<file path="src/rtl/dsf_pkg.sv">
package dsf_pkg;
  localparam int NCH = 2;

  typedef enum logic [1:0] {
    PH_IDLE = 2'd0,
    PH_SYNC = 2'd1,
    PH_DATA = 2'd2
  } phase_t;

  localparam logic [1:0] AD_LANE_A = 2'd0;
  localparam logic [1:0] AD_LANE_B = 2'd1;
  localparam logic [1:0] AD_FLAGS  = 2'd2;

  // joint gating only applies when every lane is enabled
  function automatic logic joint_mode(input logic both_bit, input logic [NCH-1:0] en);
    return both_bit & (&en);
  endfunction

  // a lane is ready when it can give (tx) or take (rx) one word
  function automatic logic frame_ok(input logic tx, input logic joint,
                                    input logic [NCH-1:0] en,
                                    input logic [NCH-1:0] empty,
                                    input logic [NCH-1:0] full);
    logic [NCH-1:0] ready;
    ready = tx ? ~empty : ~full;
    if (joint) return &ready;
    return |(en & ready);
  endfunction

  function automatic logic [3:0] pack_flags(input logic [NCH-1:0] unf, input logic [NCH-1:0] ovf);
    return {ovf, unf};
  endfunction
endpackage

</file>
<file path="src/rtl/dsf_buf.sv">
module dsf_buf #(
  parameter int W     = 16,
  parameter int DEPTH = 2
) (
  input  logic         clk,
  input  logic         rst,
  input  logic         push,
  input  logic         pop,
  input  logic [W-1:0] din,
  output logic [W-1:0] head,
  output logic         full,
  output logic         empty
);
  localparam int AW = (DEPTH > 1) ? $clog2(DEPTH) : 1;
  localparam int CW = $clog2(DEPTH + 1);

  logic [W-1:0]  mem [DEPTH];
  logic [AW-1:0] wp, rp;
  logic [CW-1:0] cnt;
  logic          do_push, do_pop;

  function automatic logic [AW-1:0] nxt(input logic [AW-1:0] p);
    return (p == AW'(DEPTH - 1)) ? '0 : p + AW'(1);
  endfunction

  assign full    = (cnt == CW'(DEPTH));
  assign empty   = (cnt == '0);
  assign do_push = push & ~full;
  assign do_pop  = pop & ~empty;
  assign head    = mem[rp];

  always_ff @(posedge clk) begin
    if (do_push) mem[wp] <= din;
  end

  always_ff @(posedge clk) begin
    if (rst) begin
      wp  <= '0;
      rp  <= '0;
      cnt <= '0;
    end else begin
      if (do_push) wp <= nxt(wp);
      if (do_pop)  rp <= nxt(rp);
      cnt <= cnt + CW'(do_push) - CW'(do_pop);
    end
  end
endmodule

</file>
<file path="src/rtl/dsf_lane.sv">
module dsf_lane #(
  parameter int W = 16
) (
  input  logic         clk,
  input  logic         rst,
  input  logic         load,
  input  logic [W-1:0] load_word,
  input  logic         shift,
  input  logic         ser_in,
  output logic         ser_out,
  output logic [W-1:0] word_in
);
  logic [W-1:0] sh;

  assign ser_out = sh[W-1];
  assign word_in = {sh[W-2:0], ser_in};

  always_ff @(posedge clk) begin
    if (rst)        sh <= '0;
    else if (load)  sh <= load_word;
    else if (shift) sh <= {sh[W-2:0], ser_in};
  end
endmodule

</file>
<file path="src/rtl/dsf_frame.sv">
module dsf_frame
  import dsf_pkg::*;
#(
  parameter int W = 16
) (
  input  logic   clk,
  input  logic   rst,
  input  logic   go,
  output phase_t phase,
  output logic   start,
  output logic   last_bit
);
  localparam int CNTW = (W > 1) ? $clog2(W) : 1;

  logic [CNTW-1:0] cnt;

  assign start    = (phase == PH_IDLE) & go;
  assign last_bit = (phase == PH_DATA) && (cnt == CNTW'(W - 1));

  always_ff @(posedge clk) begin
    if (rst) begin
      phase <= PH_IDLE;
      cnt   <= '0;
    end else begin
      unique case (phase)
        PH_IDLE: if (go) phase <= PH_SYNC;
        PH_SYNC: begin
          phase <= PH_DATA;
          cnt   <= '0;
        end
        PH_DATA: begin
          if (last_bit) phase <= PH_IDLE;
          cnt <= cnt + CNTW'(1);
        end
        default: phase <= PH_IDLE;
      endcase
    end
  end
endmodule

</file>
<file path="src/rtl/dsf_core_if.sv">
module dsf_core_if
  import dsf_pkg::*;
(
  input  logic           tx_dir,
  input  logic           hang_dis,
  input  logic           core_wr,
  input  logic           core_rd,
  input  logic [1:0]     core_addr,
  input  logic [NCH-1:0] full,
  input  logic [NCH-1:0] empty,
  output logic           core_stall,
  output logic [NCH-1:0] push_core,
  output logic [NCH-1:0] pop_core,
  output logic           flag_wr,
  output logic           flag_rd
);
  logic [NCH-1:0] blocked;

  always_comb begin
    for (int c = 0; c < NCH; c++) begin
      logic sel, wr_hit, rd_hit;
      sel          = (core_addr == 2'(c));
      wr_hit       = core_wr & sel & tx_dir;
      rd_hit       = core_rd & sel & ~tx_dir;
      push_core[c] = wr_hit & ~full[c];
      pop_core[c]  = rd_hit & ~empty[c];
      blocked[c]   = (wr_hit & full[c]) | (rd_hit & empty[c]);
    end
  end

  assign core_stall = ~hang_dis & (|blocked);
  assign flag_wr    = core_wr & (core_addr == AD_FLAGS);
  assign flag_rd    = core_rd & (core_addr == AD_FLAGS);
endmodule

</file>
<file path="src/rtl/dual_sport_framer.sv">
module dual_sport_framer
  import dsf_pkg::*;
#(
  parameter int W     = 16,
  parameter int DEPTH = 2
) (
  input  logic         clk,
  input  logic         rst,
  input  logic         tx_dir,
  input  logic         en_a,
  input  logic         en_b,
  input  logic         fs_both,
  input  logic         hang_dis,
  input  logic         core_wr,
  input  logic         core_rd,
  input  logic [1:0]   core_addr,
  input  logic [W-1:0] core_wdata,
  output logic [W-1:0] core_rdata,
  output logic         core_stall,
  output logic         fs,
  output logic         tx_a,
  output logic         tx_b,
  input  logic         rx_a,
  input  logic         rx_b
);
  logic [NCH-1:0] en, rx_in, ser_out, line;
  logic [NCH-1:0] full, empty, push, pop, push_core, pop_core;
  logic [NCH-1:0] act, unf, ovf, set_unf, set_ovf, eng_push, eng_pop, lane_load;
  logic [W-1:0]   head [NCH];
  logic [W-1:0]   din [NCH];
  logic [W-1:0]   word_in [NCH];
  logic [W-1:0]   load_word [NCH];
  logic           joint, go, start, last_bit, in_data, flag_wr, flag_rd;
  logic [3:0]     flag_clr;
  phase_t         phase;

  assign en      = {en_b, en_a};
  assign rx_in   = {rx_b, rx_a};
  assign joint   = joint_mode(fs_both, en);
  assign go      = frame_ok(tx_dir, joint, en, empty, full);
  assign in_data = (phase == PH_DATA);
  assign fs      = (phase == PH_SYNC);
  assign tx_a    = line[0];
  assign tx_b    = line[1];

  dsf_frame #(.W(W)) u_frame (
    .clk(clk), .rst(rst), .go(go),
    .phase(phase), .start(start), .last_bit(last_bit)
  );

  dsf_core_if u_core (
    .tx_dir(tx_dir), .hang_dis(hang_dis), .core_wr(core_wr), .core_rd(core_rd),
    .core_addr(core_addr), .full(full), .empty(empty), .core_stall(core_stall),
    .push_core(push_core), .pop_core(pop_core), .flag_wr(flag_wr), .flag_rd(flag_rd)
  );

  for (genvar c = 0; c < NCH; c++) begin : g_lane
    assign eng_pop[c]   = tx_dir & start & en[c] & ~empty[c];
    assign set_unf[c]   = tx_dir & start & en[c] & empty[c];
    assign lane_load[c] = tx_dir & start & en[c];
    assign eng_push[c]  = ~tx_dir & last_bit & act[c] & ~full[c];
    assign set_ovf[c]   = ~tx_dir & last_bit & act[c] & full[c];
    assign push[c]      = tx_dir ? push_core[c] : eng_push[c];
    assign pop[c]       = tx_dir ? eng_pop[c] : pop_core[c];
    assign din[c]       = tx_dir ? core_wdata : word_in[c];
    assign load_word[c] = empty[c] ? '0 : head[c];
    assign line[c]      = tx_dir & in_data & act[c] & ser_out[c];

    dsf_buf #(.W(W), .DEPTH(DEPTH)) u_buf (
      .clk(clk), .rst(rst), .push(push[c]), .pop(pop[c]), .din(din[c]),
      .head(head[c]), .full(full[c]), .empty(empty[c])
    );

    dsf_lane #(.W(W)) u_lane (
      .clk(clk), .rst(rst), .load(lane_load[c]), .load_word(load_word[c]),
      .shift(in_data & act[c]), .ser_in(rx_in[c]),
      .ser_out(ser_out[c]), .word_in(word_in[c])
    );
  end

  assign flag_clr = flag_wr ? core_wdata[3:0] : 4'd0;

  always_ff @(posedge clk) begin
    if (rst) begin
      act <= '0;
      unf <= '0;
      ovf <= '0;
    end else begin
      if (start) act <= en;
      unf <= (unf & ~flag_clr[1:0]) | set_unf;
      ovf <= (ovf & ~flag_clr[3:2]) | set_ovf;
    end
  end

  always_ff @(posedge clk) begin
    if (rst)              core_rdata <= '0;
    else if (pop_core[0]) core_rdata <= head[0];
    else if (pop_core[1]) core_rdata <= head[1];
    else if (flag_rd)     core_rdata <= W'(pack_flags(unf, ovf));
  end
endmodule

</file>
<file path="config.mk">
export PLATFORM = sky130hd
export DESIGN_NAME = dual_sport_framer
export DESIGN_NICKNAME = d
export VERILOG_FILES = /design/src/rtl/dsf_pkg.sv /design/src/rtl/dsf_buf.sv /design/src/rtl/dsf_lane.sv /design/src/rtl/dsf_frame.sv /design/src/rtl/dsf_core_if.sv /design/src/rtl/dual_sport_framer.sv
export SDC_FILE = /design/constraint.sdc
export NUM_CORES = 1
export LEC_CHECK = 0
export CAP_MARGIN = 30
export CORE_MARGIN = 1
export CORE_UTILIZATION = 63
export CTS_CLUSTER_SIZE = 20
export DETAILED_ROUTE_END_ITERATION = 8
export PLACE_DENSITY = 0.85
export REMOVE_ABC_BUFFERS = 1
export SLEW_MARGIN = 15
export SYNTH_ARGS = -nofsm -noshare
export SYNTH_HDL_FRONTEND = slang
export SYNTH_SLANG_ARGS = --single-unit
export TNS_END_PERCENT = 10
</file>
<file path="constraint.sdc">
create_clock -name clk -period 4.9 [get_ports clk]
set_input_delay 0.98 -clock clk [delete_from_list [all_inputs] [get_ports clk]]
set_output_delay 0.98 -clock clk [all_outputs]
set_load 0.02 [all_outputs]
</file>
# Word-level counts from Yosys, hierarchy flattened
# Memory sizes are Yosys's and may differ from the RTL's. A register that Yosys moved wholly into a read port is not among the register bits.
# Index checks and enable logic that the tools add are counted.
# totals
ff_bits,68
inputBits,29
out_inout_bits,20
elab_cells,147
mem_count,2
ramBits,64
# op_classes
addsub,9
n_reduce_logical,14
n_mux,36
n_eq_ne,9
n_bitwise,63
# memory_table
memory,words,width,read_ports,rd_clocked_by_memory_dff,wr,line,source
g_lane[0].u_buf.mem,2,16,1,1,1,dsf_buf.sv:17,logic [W-1:0] mem [DEPTH];
g_lane[1].u_buf.mem,2,16,1,1,1,dsf_buf.sv:17,
# op_table
op,count
$mux 16,11
$and 1x1->1,46
$mux 1,19
$eq 2x2->1 const B,4
$logic_not 2->1,4
$not 2->2,4
$pmux 4 s2,1
$and 2x2->2,3
$mux 2,3
$not 1->1,6
$pmux 2 s3,1
$reduce_and 2->1,3
$reduce_bool 2->1,3
$add 1x1->1 const B,4
$add 2x1->2,2
$add 4x1->4 const B,1
$eq 2x1->1 const B,2
$eq 4x4->1 const B,1
$mux 4,1
$or 2x2->2,2
$reduce_or 2->1,2
$sub 2x1->2,2
$reduce_bool 3->1,1
$ne 2x1->1 const B,1
3 further kinds,4

# Logic depth before layout (Yosys ltp)
# depth
word_depth,14
depth_mapped,12

# By module
# A second synthesis with hierarchy kept.
# hier_totals
cells_unflattened,604
area_unflattened_um2,6570.1
# modules_own_cells
mod,cells_per_inst,n_inst,seq_area_each_um2,area_each_um2
dsf_buf,77,2,1061.0,1388.8
dual_sport_framer,252,1,440.4,1710.4
dsf_lane,72,2,320.3,813.3
dsf_frame,41,1,120.1,356.6
dsf_core_if,13,1,0.0,98.8

# Least setup slack after synthesis
# Ideal clock, no wire load.
# synth_timing
path_kind,in2reg
start,input tx_dir
end,"memory g_lane[1].u_buf.mem[0][0], enable pin"
setup_slack_ns,1.888
t_arrival_ns,2.622
path_buffers,2
required_ns,4.510
setup_ns,0.390
cell_stages,6
cell_sequence,buf_6 -> clkbuf_1 -> and3b_1 -> a32oi_1 -> nor2_1 -> nor2b_1
# synth_via
elab_chain_cells,8
elab_cells_between_ends,10
cone_classes,mux: 3; bitwise: 7
# synth_rtl
element,line,source
from (decl),dual_sport_framer.sv:9,"input logic tx_dir,"
$not 1->1,dual_sport_framer.sv:61,assign eng_push[c] = ~tx_dir & last_bit & act[c] & ~full[c];
$and 1x1->1 (3 in a row),dual_sport_framer.sv:61,
$mux 1 *,dual_sport_framer.sv:63,assign push[c] = tx_dir ? push_core[c] : eng_push[c];
$and 1x1->1 *,dsf_buf.sv:28,assign do_push = push & ~full;
via g_lane[1].u_buf.do_push,dsf_buf.sv:20,"logic do_push, do_pop;"
$mux 1 *,dsf_buf.sv:33,if (do_push) mem[wp] <= din;
$mux 1 (implied by the code) *,dsf_buf.sv:33,
to (decl),dsf_buf.sv:17,
# The timed path passes the listed nets; every way through them passes the cells marked *.

# Worst setup path after layout
# layout_timing
start,register u_frame.phase[0]
end,output tx_b
# layout_via
elab_chain_cells,4
# layout_rtl
element,line,source
from (decl),dsf_frame.sv:9,"output phase_t phase,"
from (signal assigned),dsf_frame.sv:22,phase <= PH_IDLE;
from (signal assigned),dsf_frame.sv:26,PH_IDLE: if (go) phase <= PH_SYNC;
from (signal assigned),dsf_frame.sv:28,phase <= PH_DATA;
$eq 2x2->1,dual_sport_framer.sv:41,assign in_data = (phase == PH_DATA);
$and 1x1->1 (3 in a row),dual_sport_framer.sv:67,assign line[c] = tx_dir & in_data & act[c] & ser_out[c];
to (decl),dual_sport_framer.sv:22,"output logic tx_b,"
# No other way between the ends.

==> impl_results.rst <==
.. list-table::
   :header-rows: 1

   * - Metric
     - Value
   * - Min Hold Slack
     - 0.485 ns
   * - Number of antenna repair diodes
     - 0
   * - Die area
     - 10,400 um2
   * - Number of gates resized after cts
     - 0
   * - Number of max-capacitance violations reported
     - 0
   * - Leakage dissipation
     - 2.62 nW
   * - Total negative slack for setup checks
     - 0 ns
   * - Flip-flop and latch count after synthesis
     - 134
   * - Biggest area contributors in the synthesized netlist
     - sky130_fd_sc_hd__edfxtp_1 30%, sky130_fd_sc_hd__dfxtp_1 22%, sky130_fd_sc_hd__mux2_2 5.2%
   * - Data arrival time of the critical path
     - 2.79 ns
   * - Top cell type's share of synthesized area
     - 30.4%
   * - Power spent charging and discharging nets
     - 700 uW
   * - RD Place Congestion
     - 0.883
   * - Dominant cell type by area after synthesis
     - sky130_fd_sc_hd__edfxtp_1
   * - Distinct cell type count of the synthesized netlist
     - 53
   * - Adder and majority cell fraction of the synthesized area
     - 1.58%
   * - Fraction of synthesis flops using an asynchronous set or reset pin
     - 0%
   * - Die W
     - 102 um
   * - Wire length of the first global-routing pass
     - 25,600 um
   * - Initial core utilization
     - 64.9%
   * - Seq/Total Area, Yosys
     - 52.6%
   * - CTS sink cnt
     - 134
   * - Mux contribution to synthesized area
     - 7.90%
   * - Avg Cell Area, Syn
     - 9.87 um2
   * - Total routed wirelength
     - 16,600 um
   * - DIE HEIGHT
     - 102 um
   * - Dpl cells
     - 785
   * - Req. time, crit path
     - 3.92 ns
   * - Clock transition time at the flip-flop clock pins of the worst setup and hold paths
     - 0.06 ns
   * - Drc violations
     - 0
   * - Routed length per instance
     - 20.3 um
   * - Maximum vdd ir drop
     - 0.200 mV
   * - Antenna violations before repair
     - 0
   * - Count of flip-flops with a built-in enable after synthesis
     - 64
   * - Longest Clk Path Bufs
     - 2
   * - Synthesis Warnings
     - 0
   * - Number of primary I/O pins
     - 49
   * - Kind of capture point of the worst setup path
     - output port
   * - Via count
     - 5,237
   * - Result of the run
     - complete, no violations
   * - Worst min-delay path category
     - reg -> reg
   * - Fraction of final layout cells sized beyond drive strength 1
     - 11.0%
   * - Maximum fanout along the worst path
     - 17
   * - Average via count per standard cell
     - 6.41
   * - Worst skew pair latency
     - 0.53 ns
   * - Final clock skew
     - 0.0113 ns
   * - Total setup violations reported at the end of the flow
     - 0
   * - Fraction of the mapped netlist area in compound gates
     - 15.5%
   * - Share of total power in the clock network
     - 46.1%
   * - Non-filler instance count after layout
     - 817
   * - Number of global-route vias before repair
     - 5,064
   * - Sort of element at the start of the critical path
     - flip-flop
   * - Switch share
     - 25.2%
   * - Global Route Usage Sum
     - 33.5%
   * - HPWL after DPL
     - 10,600 um
   * - Number of standard cells after synthesis
     - 640
   * - Sequential cell fraction of total power
     - 44.1%
   * - Core box area
     - 9730 um2
   * - Setup Buffers After CTS
     - 0
   * - Count of input and output buffers
     - 48
   * - Power density relative to cell area
     - 375 nW/um2
   * - Number of nets at the end of the flow
     - 708
   * - Share of total power in combinational logic
     - 9.7%
   * - Largest family of logic cells by synthesized area
     - compound AO/OA/AOI/OAI gates
   * - Clk root buf
     - sky130_fd_sc_hd__clkbuf_8
   * - Top-count cell post-synth
     - sky130_fd_sc_hd__nand2_1
   * - Slew margin rel.
     - 42.1%
   * - Slew @ Worst Pin
     - 0.866 ns
   * - Xor and xnor area share after synthesis
     - 1.25%
   * - Number of CTS-inserted buffers
     - 17
   * - Kind of critical path
     - reg -> out
   * - Gr ovfl total
     - 0
   * - Antenna viol nets, final
     - 0
   * - Top post-synthesis cells by count
     - 75 x sky130_fd_sc_hd__nand2_1, 70 x sky130_fd_sc_hd__dfxtp_1, 64 x sky130_fd_sc_hd__edfxtp_1
   * - RSZ-0062 raised after global routing
     - false
   * - Initial DRT Pass Iterations
     - 8
   * - Flip-flop cell with the highest count after synthesis
     - sky130_fd_sc_hd__dfxtp_1
   * - Count of endpoints failing hold in the final timing report
     - 0
   * - 1st-iter DRT viols
     - 608
   * - Area Growth Syn to Fin
     - 17.3%
   * - Cell internal power dissipation
     - 2.08 mW
   * - Final max-slew violation count
     - 0
   * - Fmax
     - 265 MHz
   * - Number of rows in the core area
     - 36
   * - Fin crit period
     - 3.77 ns
   * - TritonCTS clock tree
     - built
   * - Part of the cycle the worst path needs
     - 76.9%
   * - Cell area after synthesis
     - 6320 um2
   * - Quantity of hold-fixing buffers added after cts
     - 0
   * - Simple-Gate Fraction of Synth Area
     - 15.3%
   * - Largest net degree at the start of global routing
     - 39
   * - # H-tree levels
     - 4
power groups by stage:
stage,Clock [mW],Sequential (mW),Combinational [mW]
floorplan,0,1.24,0.147
global placement,0,1.25,0.249
CTS,1.28,1.22,0.266
finish,1.28,1.23,0.270
global route,1.32,1.23,0.290
detailed placement,0,1.25,0.262
logic make-up (layout without fill, tap and decap cells):
group | count (synthesis) | count (layout)
DFF | 134 | 134
muxes | 46 | 46
buffers and inverters | 89 | 133
adders and majority gates | 8 | 8
and+or+nand+nor | 200 | 200
xor gates and xnor gates | 9 | 9
AOI/OAI and AO/OA | 154 | 154
state kept, by name (all words and copies together) (netlist names), named ones only:
signal            flops
u_frame.cnt           4
g_lane.u_buf.mem     64
g_lane.u_buf.wp       2
act                   2
unf                   2
u_frame.phase         2
g_lane.u_buf.cnt      4
ovf                   2
g_lane.u_lane.sh     32
g_lane.u_buf.rp       2
core_rdata           16
layout by cell type, fill, tap and decap left out, types with 13 or more instances in the layout:
master / instances
sky130_fd_sc_hd__clkdlybuf4s50_1: 46
sky130_fd_sc_hd__edfxtp_1: 64
sky130_fd_sc_hd__a21oi_1: 28
sky130_fd_sc_hd__nand3_1: 39
sky130_fd_sc_hd__o21ai_1: 23
sky130_fd_sc_hd__o21ai_0: 43
sky130_fd_sc_hd__dfxtp_1: 70
sky130_fd_sc_hd__inv_1: 45
sky130_fd_sc_hd__mux2_2: 29
sky130_fd_sc_hd__nor2b_1: 13
sky130_fd_sc_hd__clkbuf_16: 16
sky130_fd_sc_hd__nand2_1: 75
sky130_fd_sc_hd__mux2i_1: 15
sky130_fd_sc_hd__nor2_1: 36
final timing paths:
check / from / end / slack (ns) / cells past startpoint
setup / recovery: u_frame.phase[0]$_SDFFE_PP0P_ / tx_b / 1.13 / 6
hold reg to reg: unf[0]$_SDFF_PP0_ / unf[0]$_SDFF_PP0_ / 0.49 / 2
hold / removal: unf[0]$_SDFF_PP0_ / unf[0]$_SDFF_PP0_ / 0.49 / 2
setup reg to reg: u_frame.phase[0]$_SDFFE_PP0P_ / g_lane[0].u_buf.cnt[1]$_SDFF_PP0_ / 2.14 / 12
critical path, cell delays in order (launching register included):
cell                              delay, ns
sky130_fd_sc_hd__dfxtp_1               0.32
sky130_fd_sc_hd__inv_1                 0.11
sky130_fd_sc_hd__ha_1                  0.15
sky130_fd_sc_hd__buf_4                 0.22
sky130_fd_sc_hd__nand2_1               0.55
sky130_fd_sc_hd__nor2_1                0.27
sky130_fd_sc_hd__clkdlybuf4s50_1       0.63
layout make-up:
cell class              count  area (um2)
multi-input cells         417        2630
inverters                  45         169
well taps                 133         166
fillers                   654        2320
repair buffers             56         531
clock buffers              18         418
flip-flops and latches    134        3320
clock inverters            14         174
per-layer routing:
layer,global-route usage [%],vias up,part of all wire (%)
met2,57.0,351,50
met1,38.5,2446,36
met4,20.0,0,5.9
li1,-,2358,-
met3,7.59,82,8.7
met5,0,-,0
through the flow:
step / total power, mW / utilization (%) / instance area [um2] / setup slack [ns]
finish: 2.78 / 76.2 / 7410 / 1.13
global route: 2.84 / 76.2 / 7410 / 0.961
CTS: 2.77 / 76.2 / 7410 / 1.16
detailed placement: 1.51 / 70.1 / 6820 / 1.19
global placement: 1.50 / 70.1 / 6820 / 1.23
floorplan: 1.39 / - / 6120 / 1.15
(Power assumes the default switching activity.)
